`src/rtl/dadda_pkg.sv`:
```
package dadda_pkg;

    // Column bookkeeping limit for the schedule functions (supports N up to 128).
    localparam int MAX_COLS = 256;

    // Selectors for sched().
    localparam int SEL_HEIGHT = 0;
    localparam int SEL_FA     = 1;
    localparam int SEL_HA     = 2;

    // j-th target height counted from the end: 2, 3, 4, 6, 9, 13, 19, ...
    function automatic int dseq(input int j);
        int d;
        d = 2;
        for (int i = 1; i < j; i++) d = (3 * d) / 2;
        return d;
    endfunction

    // Number of reduction levels: largest j whose target lies below the tallest column (n).
    function automatic int num_levels(input int n);
        int l;
        l = 0;
        for (int j = 1; j < 40; j++)
            if (dseq(j) < n) l = j;
        return l;
    endfunction

    // Target height of level lvl (level 1 is the first applied).
    function automatic int level_target(input int n, input int lvl);
        return dseq(num_levels(n) - lvl + 1);
    endfunction

    // Replays the height schedule. Returns the height of column col after level lvl,
    // or the number of full / half adders that level lvl places in column col.
    function automatic int sched(input int n, input int lvl, input int col, input int what);
        int h [MAX_COLS];
        int res, d, cin, total, f, a, ex;
        for (int c = 0; c < MAX_COLS; c++)
            h[c] = (c < n) ? c + 1 : ((c < 2 * n - 1) ? 2 * n - 1 - c : 0);
        res = 0;
        for (int l = 1; l <= lvl; l++) begin
            d   = level_target(n, l);
            cin = 0;
            for (int c = 0; c < 2 * n; c++) begin
                total = h[c] + cin;
                f = 0;
                a = 0;
                if (total > d) begin
                    ex = total - d;
                    f  = ex / 2;
                    a  = ex % 2;
                end
                if (l == lvl && c == col) begin
                    if (what == SEL_FA) res = f;
                    if (what == SEL_HA) res = a;
                end
                h[c] = total - 2 * f - a;
                cin  = f + a;
            end
        end
        if (what == SEL_HEIGHT) res = h[col];
        return res;
    endfunction

    // 3:2 counter, returns {carry, sum}.
    function automatic logic [1:0] fa3(input logic x, input logic y, input logic z);
        return {(x & y) | (x & z) | (y & z), x ^ y ^ z};
    endfunction

    // 2:2 counter, returns {carry, sum}.
    function automatic logic [1:0] ha2(input logic x, input logic y);
        return {x & y, x ^ y};
    endfunction

endpackage

```
`src/rtl/dadda_ppgen.sv`:
```
module dadda_ppgen #(
    parameter int N = 16
) (
    input  logic [N-1:0]                a_i,
    input  logic [N-1:0]                b_i,
    output logic [2*N-1:0][N-1:0]       pp_o
);
    localparam int COLS = 2 * N;
    localparam int ROWS = N;

    // Bits of each column are packed from row 0 upward; unused rows are zero.
    for (genvar c = 0; c < COLS; c++) begin : g_col
        localparam int HGT = (c < N) ? c + 1 : ((c < 2 * N - 1) ? 2 * N - 1 - c : 0);
        for (genvar r = 0; r < ROWS; r++) begin : g_row
            localparam int IA = (c < N) ? r : c - N + 1 + r;
            localparam int IB = c - IA;
            if (r < HGT) begin : g_dot
                assign pp_o[c][r] = a_i[IA] & b_i[IB];
            end else begin : g_pad
                assign pp_o[c][r] = 1'b0;
            end
        end
    end
endmodule

```
`src/rtl/dadda_level.sv`:
```
module dadda_level
    import dadda_pkg::*;
#(
    parameter int N   = 16,
    parameter int LVL = 1
) (
    input  logic [2*N-1:0][N-1:0] m_in,
    output logic [2*N-1:0][N-1:0] m_out
);
    localparam int COLS = 2 * N;
    localparam int ROWS = N;

    logic [COLS-1:0][ROWS-1:0] carry_v;
    logic                      unused_bits;

    for (genvar c = 0; c < COLS; c++) begin : g_col
        localparam int HIN  = sched(N, LVL - 1, c, SEL_HEIGHT);
        localparam int NF   = sched(N, LVL, c, SEL_FA);
        localparam int NH   = sched(N, LVL, c, SEL_HA);
        localparam int USED = 3 * NF + 2 * NH;
        localparam int KEEP = HIN - USED;
        localparam int PREV = (c > 0) ? c - 1 : 0;
        localparam int CIN  = (c > 0) ? sched(N, LVL, PREV, SEL_FA) + sched(N, LVL, PREV, SEL_HA) : 0;

        logic [ROWS-1:0] col_d;
        logic [ROWS-1:0] cy_d;

        always_comb begin
            col_d = '0;
            cy_d  = '0;
            // full adders consume rows 0 .. 3*NF-1
            for (int i = 0; i < NF; i++)
                {cy_d[i], col_d[i]} = fa3(m_in[c][3*i], m_in[c][3*i+1], m_in[c][3*i+2]);
            // half adders follow
            for (int i = 0; i < NH; i++)
                {cy_d[NF+i], col_d[NF+i]} = ha2(m_in[c][3*NF+2*i], m_in[c][3*NF+2*i+1]);
            // untouched bits pass through
            for (int r = 0; r < KEEP; r++)
                col_d[NF+NH+r] = m_in[c][USED+r];
            // carries arriving from the next lower column
            for (int k = 0; k < CIN; k++)
                col_d[NF+NH+KEEP+k] = carry_v[PREV][k];
        end

        assign carry_v[c] = cy_d;
        assign m_out[c]   = col_d;
    end

    assign unused_bits = ^{m_in, carry_v};
endmodule

```
`src/rtl/dadda_group.sv`:
```
module dadda_group #(
    parameter int N     = 16,
    parameter int FIRST = 1,
    parameter int LAST  = 1
) (
    input  logic [2*N-1:0][N-1:0] m_in,
    output logic [2*N-1:0][N-1:0] m_out
);
    localparam int CNT = LAST - FIRST + 1;

    if (CNT <= 0) begin : g_pass
        assign m_out = m_in;
    end else begin : g_chain
        logic [2*N-1:0][N-1:0] link [CNT+1];
        assign link[0] = m_in;
        for (genvar k = 0; k < CNT; k++) begin : g_lvl
            dadda_level #(.N(N), .LVL(FIRST + k)) u_level (
                .m_in (link[k]),
                .m_out(link[k+1])
            );
        end
        assign m_out = link[CNT];
    end
endmodule

```
`src/rtl/dadda_cpa.sv`:
```
module dadda_cpa
    import dadda_pkg::*;
#(
    parameter int W = 32
) (
    input  logic [W-1:0] row_a,
    input  logic [W-1:0] row_b,
    output logic [W-1:0] sum_o
);
    logic [W:0] cy;
    assign cy[0] = 1'b0;

    for (genvar i = 0; i < W; i++) begin : g_bit
        assign {cy[i+1], sum_o[i]} = fa3(row_a[i], row_b[i], cy[i]);
    end

    logic unused_top_carry;
    assign unused_top_carry = cy[W];
endmodule

```
`src/rtl/dadda_pipe_mult.sv`:
```
module dadda_pipe_mult
    import dadda_pkg::*;
#(
    parameter int N = 16
) (
    input  logic           clk,
    input  logic           rst,
    input  logic           in_valid,
    input  logic [N-1:0]   in_a,
    input  logic [N-1:0]   in_b,
    output logic           out_valid,
    output logic [2*N-1:0] out_product
);
    localparam int W     = 2 * N;
    localparam int COLS  = 2 * N;
    localparam int ROWS  = N;
    localparam int NLEV  = num_levels(N);
    localparam int CUT1  = (NLEV + 4) / 6;
    localparam int CUT2  = NLEV / 2;
    localparam int STAGES = 5;

    typedef logic [COLS-1:0][ROWS-1:0] mat_t;

    mat_t pp_d, m1_q, g1_d, m2_q, g2_d, m3_q, g3_d;
    logic [W-1:0] row_a_q, row_b_q, sum_d, prod_q;
    logic [STAGES-1:0] vld_q;

    dadda_ppgen #(.N(N)) u_pp (.a_i(in_a), .b_i(in_b), .pp_o(pp_d));

    dadda_group #(.N(N), .FIRST(1),        .LAST(CUT1)) u_grp1 (.m_in(m1_q), .m_out(g1_d));
    dadda_group #(.N(N), .FIRST(CUT1 + 1), .LAST(CUT2)) u_grp2 (.m_in(m2_q), .m_out(g2_d));
    dadda_group #(.N(N), .FIRST(CUT2 + 1), .LAST(NLEV)) u_grp3 (.m_in(m3_q), .m_out(g3_d));

    dadda_cpa #(.W(W)) u_cpa (.row_a(row_a_q), .row_b(row_b_q), .sum_o(sum_d));

    always_ff @(posedge clk) begin
        if (rst) vld_q <= '0;
        else     vld_q <= {vld_q[STAGES-2:0], in_valid};
    end

    always_ff @(posedge clk) begin
        m1_q   <= pp_d;
        m2_q   <= g1_d;
        m3_q   <= g2_d;
        for (int c = 0; c < COLS; c++) begin
            row_a_q[c] <= g3_d[c][0];
            row_b_q[c] <= g3_d[c][1];
        end
        prod_q <= sum_d;
    end

    assign out_valid   = vld_q[STAGES-1];
    assign out_product = prod_q;

    // ---------------- checks ----------------
    function automatic logic [W-1:0] weigh(input mat_t m);
        logic [W-1:0] acc;
        acc = '0;
        for (int c = 0; c < COLS; c++)
            for (int r = 0; r < ROWS; r++)
                if (m[c][r]) acc = acc + (W'(1) << c);
        return acc;
    endfunction

    logic [2:0] since_rst;
    always_ff @(posedge clk) begin
        if (rst)                    since_rst <= '0;
        else if (since_rst != 3'd5) since_rst <= since_rst + 3'd1;
    end

    assert_reset_clears_R1: assert property (@(posedge clk) rst |=> !out_valid);

    assert_product_R2: assert property (@(posedge clk) disable iff (rst)
        out_valid |-> out_product == (W'($past(in_a, 5)) * W'($past(in_b, 5))));

    assert_latency_R3: assert property (@(posedge clk) disable iff (rst)
        (since_rst == 3'd5) |-> (out_valid == $past(in_valid, 5)));

    assert_grp1_sum_R9: assert property (@(posedge clk) disable iff (rst)
        vld_q[0] |-> weigh(g1_d) == weigh(m1_q));
    assert_grp2_sum_R9: assert property (@(posedge clk) disable iff (rst)
        vld_q[1] |-> weigh(g2_d) == weigh(m2_q));
    assert_grp3_sum_R9: assert property (@(posedge clk) disable iff (rst)
        vld_q[2] |-> weigh(g3_d) == weigh(m3_q));
endmodule

```
`config.mk`:
```
export PLATFORM = sky130hd
export DESIGN_NAME = dadda_pipe_mult
export DESIGN_NICKNAME = d
export VERILOG_FILES = /design/src/rtl/dadda_pkg.sv /design/src/rtl/dadda_ppgen.sv /design/src/rtl/dadda_level.sv /design/src/rtl/dadda_group.sv /design/src/rtl/dadda_cpa.sv /design/src/rtl/dadda_pipe_mult.sv
export SDC_FILE = /design/constraint.sdc
export NUM_CORES = 1
export LEC_CHECK = 0
export BUFFER_PORTS_ARGS = -buffer_cell sky130_fd_sc_hd__buf_2
export CAP_MARGIN = 20
export CORE_ASPECT_RATIO = 0.8
export CORE_MARGIN = 2
export CORE_UTILIZATION = 45
export DETAILED_ROUTE_END_ITERATION = 8
export PLACE_DENSITY = 0.61
export SETUP_SLACK_MARGIN = 0.3
export SLEW_MARGIN = 15
export SYNTH_ARGS = -nofsm -noshare
export SYNTH_HDL_FRONTEND = slang
export SYNTH_HIERARCHICAL = 1
export SYNTH_SLANG_ARGS = --single-unit
```
`constraint.sdc`:
```
create_clock -name clk -period 19.65 [get_ports clk]
set_clock_uncertainty 0.1 [all_clocks]
set_input_delay 1.965 -clock clk [delete_from_list [all_inputs] [get_ports clk]]
set_output_delay 1.965 -clock clk [all_outputs]
set_load 0.1 [all_outputs]
```
==> results of run 1 <==
[power by group]
part           total [mW]  internal (mW)  leakage [nW]  switching, mW
Sequential           1.83           1.74          6.36         0.0868
Combinational       0.699          0.230          3.15          0.469
Clock                1.40          0.843          1.21          0.558
[metal layers]
metal  GRT usage, %  vias to the layer above  share of wire (%)
li1               -                     4187                  -
met1           18.9                     4539                 48
met2           21.4                      157                 45
met3           2.71                       64                4.8
met4           4.07                        2                1.9
met5              0                        -              0.029
[layout by cell type, fill, tap and decap left out, types with 5 or more instances in the layout]
cell / count
and2_1: 256
dfxtp_1: 762
nor2b_1: 5
fa_1: 225
buf_2: 67
clkinv_2: 11
ha_1: 16
bufinv_16: 7
clkbuf_1: 11
clkbuf_16: 73
clkbuf_8: 18
[worst max-delay path by stage]
stage | slack (ps) | startpoint | end
after floorplan | 7410 | row_a_q[0] | out_product[31]
after global placement | 6430 | row_a_q[0] | out_product[31]
after detailed placement | 6360 | row_a_q[0] | out_product[31]
after CTS | 6330 | row_a_q[0] | out_product[31]
after global routing | 6090 | row_a_q[0] | out_product[31]
final | 6420 | row_a_q[0] | out_product[31]
[state kept, by name, summed over array words and instances (netlist names)]
register and cells:
m1_q 256, m2_q 248, m3_q 157, out_product 32, row_a_q 32, row_b_q 32
vld_q 5
[cell type report]
type,count,area [um^2]
Sequential cell,762,15300
Antenna cell,2,5.00
Clock buffer,102,2120
Clock inverter,24,332
Tap cell,750,938
Timing Repair Buffer,67,335
Multi-Input combinational cell,506,6370
Fill cell,4830,30100
[stage by stage]
step | area (um^2) | total power, mW | setup WS, ps | utilization (%)
floorplan | 25400 | 2.43 | 7410 | -
global placement | 22900 | 2.57 | 6430 | 41.3
detailed placement | 22900 | 2.59 | 6360 | 41.3
CTS | 25300 | 3.99 | 6330 | 45.7
global route | 25300 | 4.14 | 6090 | 45.7
finish | 25400 | 3.93 | 6420 | 45.7
==> flow_summary.ini, run 1 <==
[grt]
grt_pass1_wl_mm = 58.5
grt_start_max_net_pins = 17
antenna_found_initial = 4
overflow = 0
grt_pass1_vias = 9960
grt_usage_pct = 13.5

[timing]
fmax_mhz = 75.6
slew_headroom_pct = 61.9
worstMarginPinSlew_ps = 571
finalCritPeriodShare_pct = 67.3
rsz0062_at_grt = no
worst_hold_slack_ps = 210
setup_violations = 0
post-route-min-period_ps = 13230
maxSlewViolCount = 0
setup_tns_ps = 0
hold_viol = 0

[final_layout]
area_growth_pct = -0.0492
nets = 1682
layout-drive-gt1-share_pct = 12.5
instances_no_fill = 2213

[critical_path]
critPathCaptureType = register
crit_family = adder cells
reg2reg_depth = 32
crit_type = register to register
path_buf_inv = 0
crit_path_max_fanout = 1
worstSetupStartpointType = register
crit_top_cell = fa_1
max_stage_delay_ps = 470
cpMaxStageDelayCell = fa_1
cp.depth = 32
crit_required_ps = 19990
r2r_start = row_a_q[0]
reg2reg_setup_slack_ps = 6420
cp.arrival_ps = 13570
r2r_end = out_product[31]

[run_status]
status = finished clean

[clock_network]
post_cts_resized = 0
cts_num_sinks = 762
cts_max_level = 3
worst_skew_pair.late_latency_ps = 590
hold_buffers = 0
cts.clk_slew.worst_paths_ps = 60
root_buffer = clkbuf_16
post_cts_buffers = 0
cts_max_path_buffers = 3
cts_tree = done
cts_made_buffers = 69

[drt]
drt_wl_total_mm = 37.6
drt-pass1-iter-count = 4
drt_iter0_markers = 412
drc_errors = 0
ant_nets = 0
wl_per_cell_um = 17.0
vias = 8949
via_per_inst = 4.04

[power]
vdd_drop_max_uv = 105
p_per_area_nw_per_um2 = 155
p_leak_nw = 10.7

[floorplan]
die_x_um = 269
pin_count = 68
die-height_um = 216
placeableCoreArea_um2 = 55500
num_rows = 77
dieArea_um2 = 58300
start_util_pct = 45.7

[yosys]
syn_avg_cell_area_um2 = 14.4
yosys_warnings = 6
netlist_area_um2 = 25400
postSynthCellCount = 1756

[worst_hold_path]
hold_class = register to register
min_from = m1_q[136]
hold_end = m2_q[136]
hold_depth = 0

[place]
dp_hpwl_mm = 24.3
dp_cells = 2085
place_congestion = 0.722
port-buffer-count = 67

[job]
maxCapViolCount = 0
(Power assumes the default switching activity.)
==> run 2, diff against run 1 <==
==> constraint.sdc (replaced) <==
create_clock -name clk -period 12.3 [get_ports clk]
set_clock_uncertainty 0.1 [all_clocks]
set_input_delay 1.23 -clock clk [delete_from_list [all_inputs] [get_ports clk]]
set_output_delay 1.23 -clock clk [all_outputs]
set_load 0.1 [all_outputs]
==> run 2 against run 1 <==
  * Power up 57%
  * Combinational power up 62%
  * Global-route usage down 0.12 points
  * Non-clock buffer count unchanged
  * Final cell count down 0.18%
  * First-iteration DRC count down 17%
==> flow_summary.ini, run 2 (synthesis gave the netlist of run 1 again) <==
[run_status]
status = finished clean

[drt]
wl_per_cell_um = 16.9
drc_errors = 0
drt_iter0_markers = 341
vias = 8842
via_per_inst = 4.00
drt-pass1-iter-count = 6
drt_wl_total_mm = 37.4
ant_nets = 0

[final_layout]
layout-drive-gt1-share_pct = 13.9
final_design_area_no_fill_um2 = 25200
final_common_cell = dfxtp_1
area_growth_pct = -0.464
nets = 1681
largest_reg_flops = 256
regMostFlops = m1_q
utilization_pct = 45.5
reg.largest.list = m1_q x256, m2_q x248, m3_q x157
final_cell_mix = dfxtp_1, and2_1, fa_1

[place]
dp_slack_ps = -575
port-buffer-count = 67
dp_hpwl_mm = 24.1
place_area_um2 = 22900
place_congestion = 0.722

[critical_path]
startpoint = row_a_q[0]
crit_top_cell = fa_2
crit_path_max_fanout = 1
worstSetupStartpointType = register
crit_required_ps = 12660
crit_type = register to register
max_stage_delay_ps = 410
critPathCaptureType = register
cp.arrival_ps = 12070
r2r_start = row_a_q[0]
cpMaxStageDelayCell = fa_2

[clock_network]
cts_made_buffers = 68
worst_skew_pair.late_latency_ps = 590
cts_max_path_buffers = 3
cts.clk_slew.worst_paths_ps = 70
cts_max_level = 3
root_buffer = clkbuf_16
cts_tree = done
cts_num_sinks = 762

[power]
pwr-share-comb_pct = 18.4
clockPowerShare_pct = 34.2
vdd_drop_max_uv = 149
p_int_mw = 4.39
switching_power_mw = 1.78
p_per_area_nw_per_um2 = 245
p_leak_nw = 10.6
power_mw = 6.18
p_seq_share_pct = 47.4
p_sw_share_pct = 28.9

[floorplan]
dieArea_um2 = 58300
placeableCoreArea_um2 = 55500
num_rows = 77
start_util_pct = 45.7
pin_count = 68
die_x_um = 269
die-height_um = 216

[job]
maxCapViolCount = 0

[timing]
maxSlewViolCount = 0
setup_ws_ps = 584
slew_headroom_pct = 60.5
worstMarginPinSlew_ps = 592
finalCritPeriodShare_pct = 95.3
fmax_mhz = 85.4
post-route-min-period_ps = 11720
setup_violations = 0
hold_viol = 0
rsz0062_at_grt = no

[worst_hold_path]
min_from = m1_q[254]
hold_class = register to register

[grt]
antenna_found_initial = 4
grt_pass1_wl_mm = 57.7
grt_usage_pct = 13.4
overflow = 0
grt_pass1_vias = 9670
grt_start_max_net_pins = 17
==> run 2: timing repair <==
action                                 4_1_cts  5_1_grt
gates cloned                                 0        0
endpoints found under the hold margin        0        0
hold buffers                                 0        0
resized for setup                           21        1
setup buffers                                0        0
setup endpoints to repair                    4        2
pin swaps                                    7        8
==> run 2: critical path, delay by kind of cell (launching register included) <==
family | cells | cell delay, ps
xor gates and xnor gates | 1 | 190
DFF | 1 | 300
adders and majority gates | 31 | 10990
==> run 2: through the flow <==
step | hold slack, ps | TNS [ps] | std cells
after floorplan | 300 | 0 | 1758
after CTS | 210 | 0 | 2208
after global placement | 210 | -1080 | 2085
after detailed placement | 212 | -1080 | 2085
final | 211 | 0 | 2209
after global routing | 217 | 0 | 2208
==> run 2: worst paths after layout <==
check                         end  slack [ps]  cells past startpoint
setup / recovery  out_product[31]         580                     32
hold / removal          m2_q[249]         210                      0
setup reg to reg  out_product[31]         580                     32
hold reg to reg         m2_q[249]         210                      0
==> run 2: routing by layer <==
metal | track usage [%] | part of all wire, % | routed length (um)
met4 | 4.11 | 2.1 | 802
met5 | 0 | 0.032 | 12
met2 | 20.5 | 44 | 16600
met1 | 19.3 | 49 | 18400
met3 | 2.73 | 4.4 | 1660
==> run 2: cell type report <==
type	count	area, um^2
Tap cell	750	938
Antenna cell	1	2.50
Clock inverter	25	307
Clock buffer	98	1970
Fill cell	4821	30200
Timing Repair Buffer	67	335
Multi-Input combinational cell	506	6440
Sequential cell	762	15300
==> run 2: power groups by stage <==
stage          sequential [mW]  clock (mW)  combinational [mW]
2_1_floorplan             3.32           0               0.577
3_3_place_gp              2.98           0                1.13
3_5_place_dp              2.99           0                1.16
4_1_cts                   2.94        2.17                1.18
5_1_grt                   2.96        2.27                1.28
6_report                  2.93        2.11                1.13
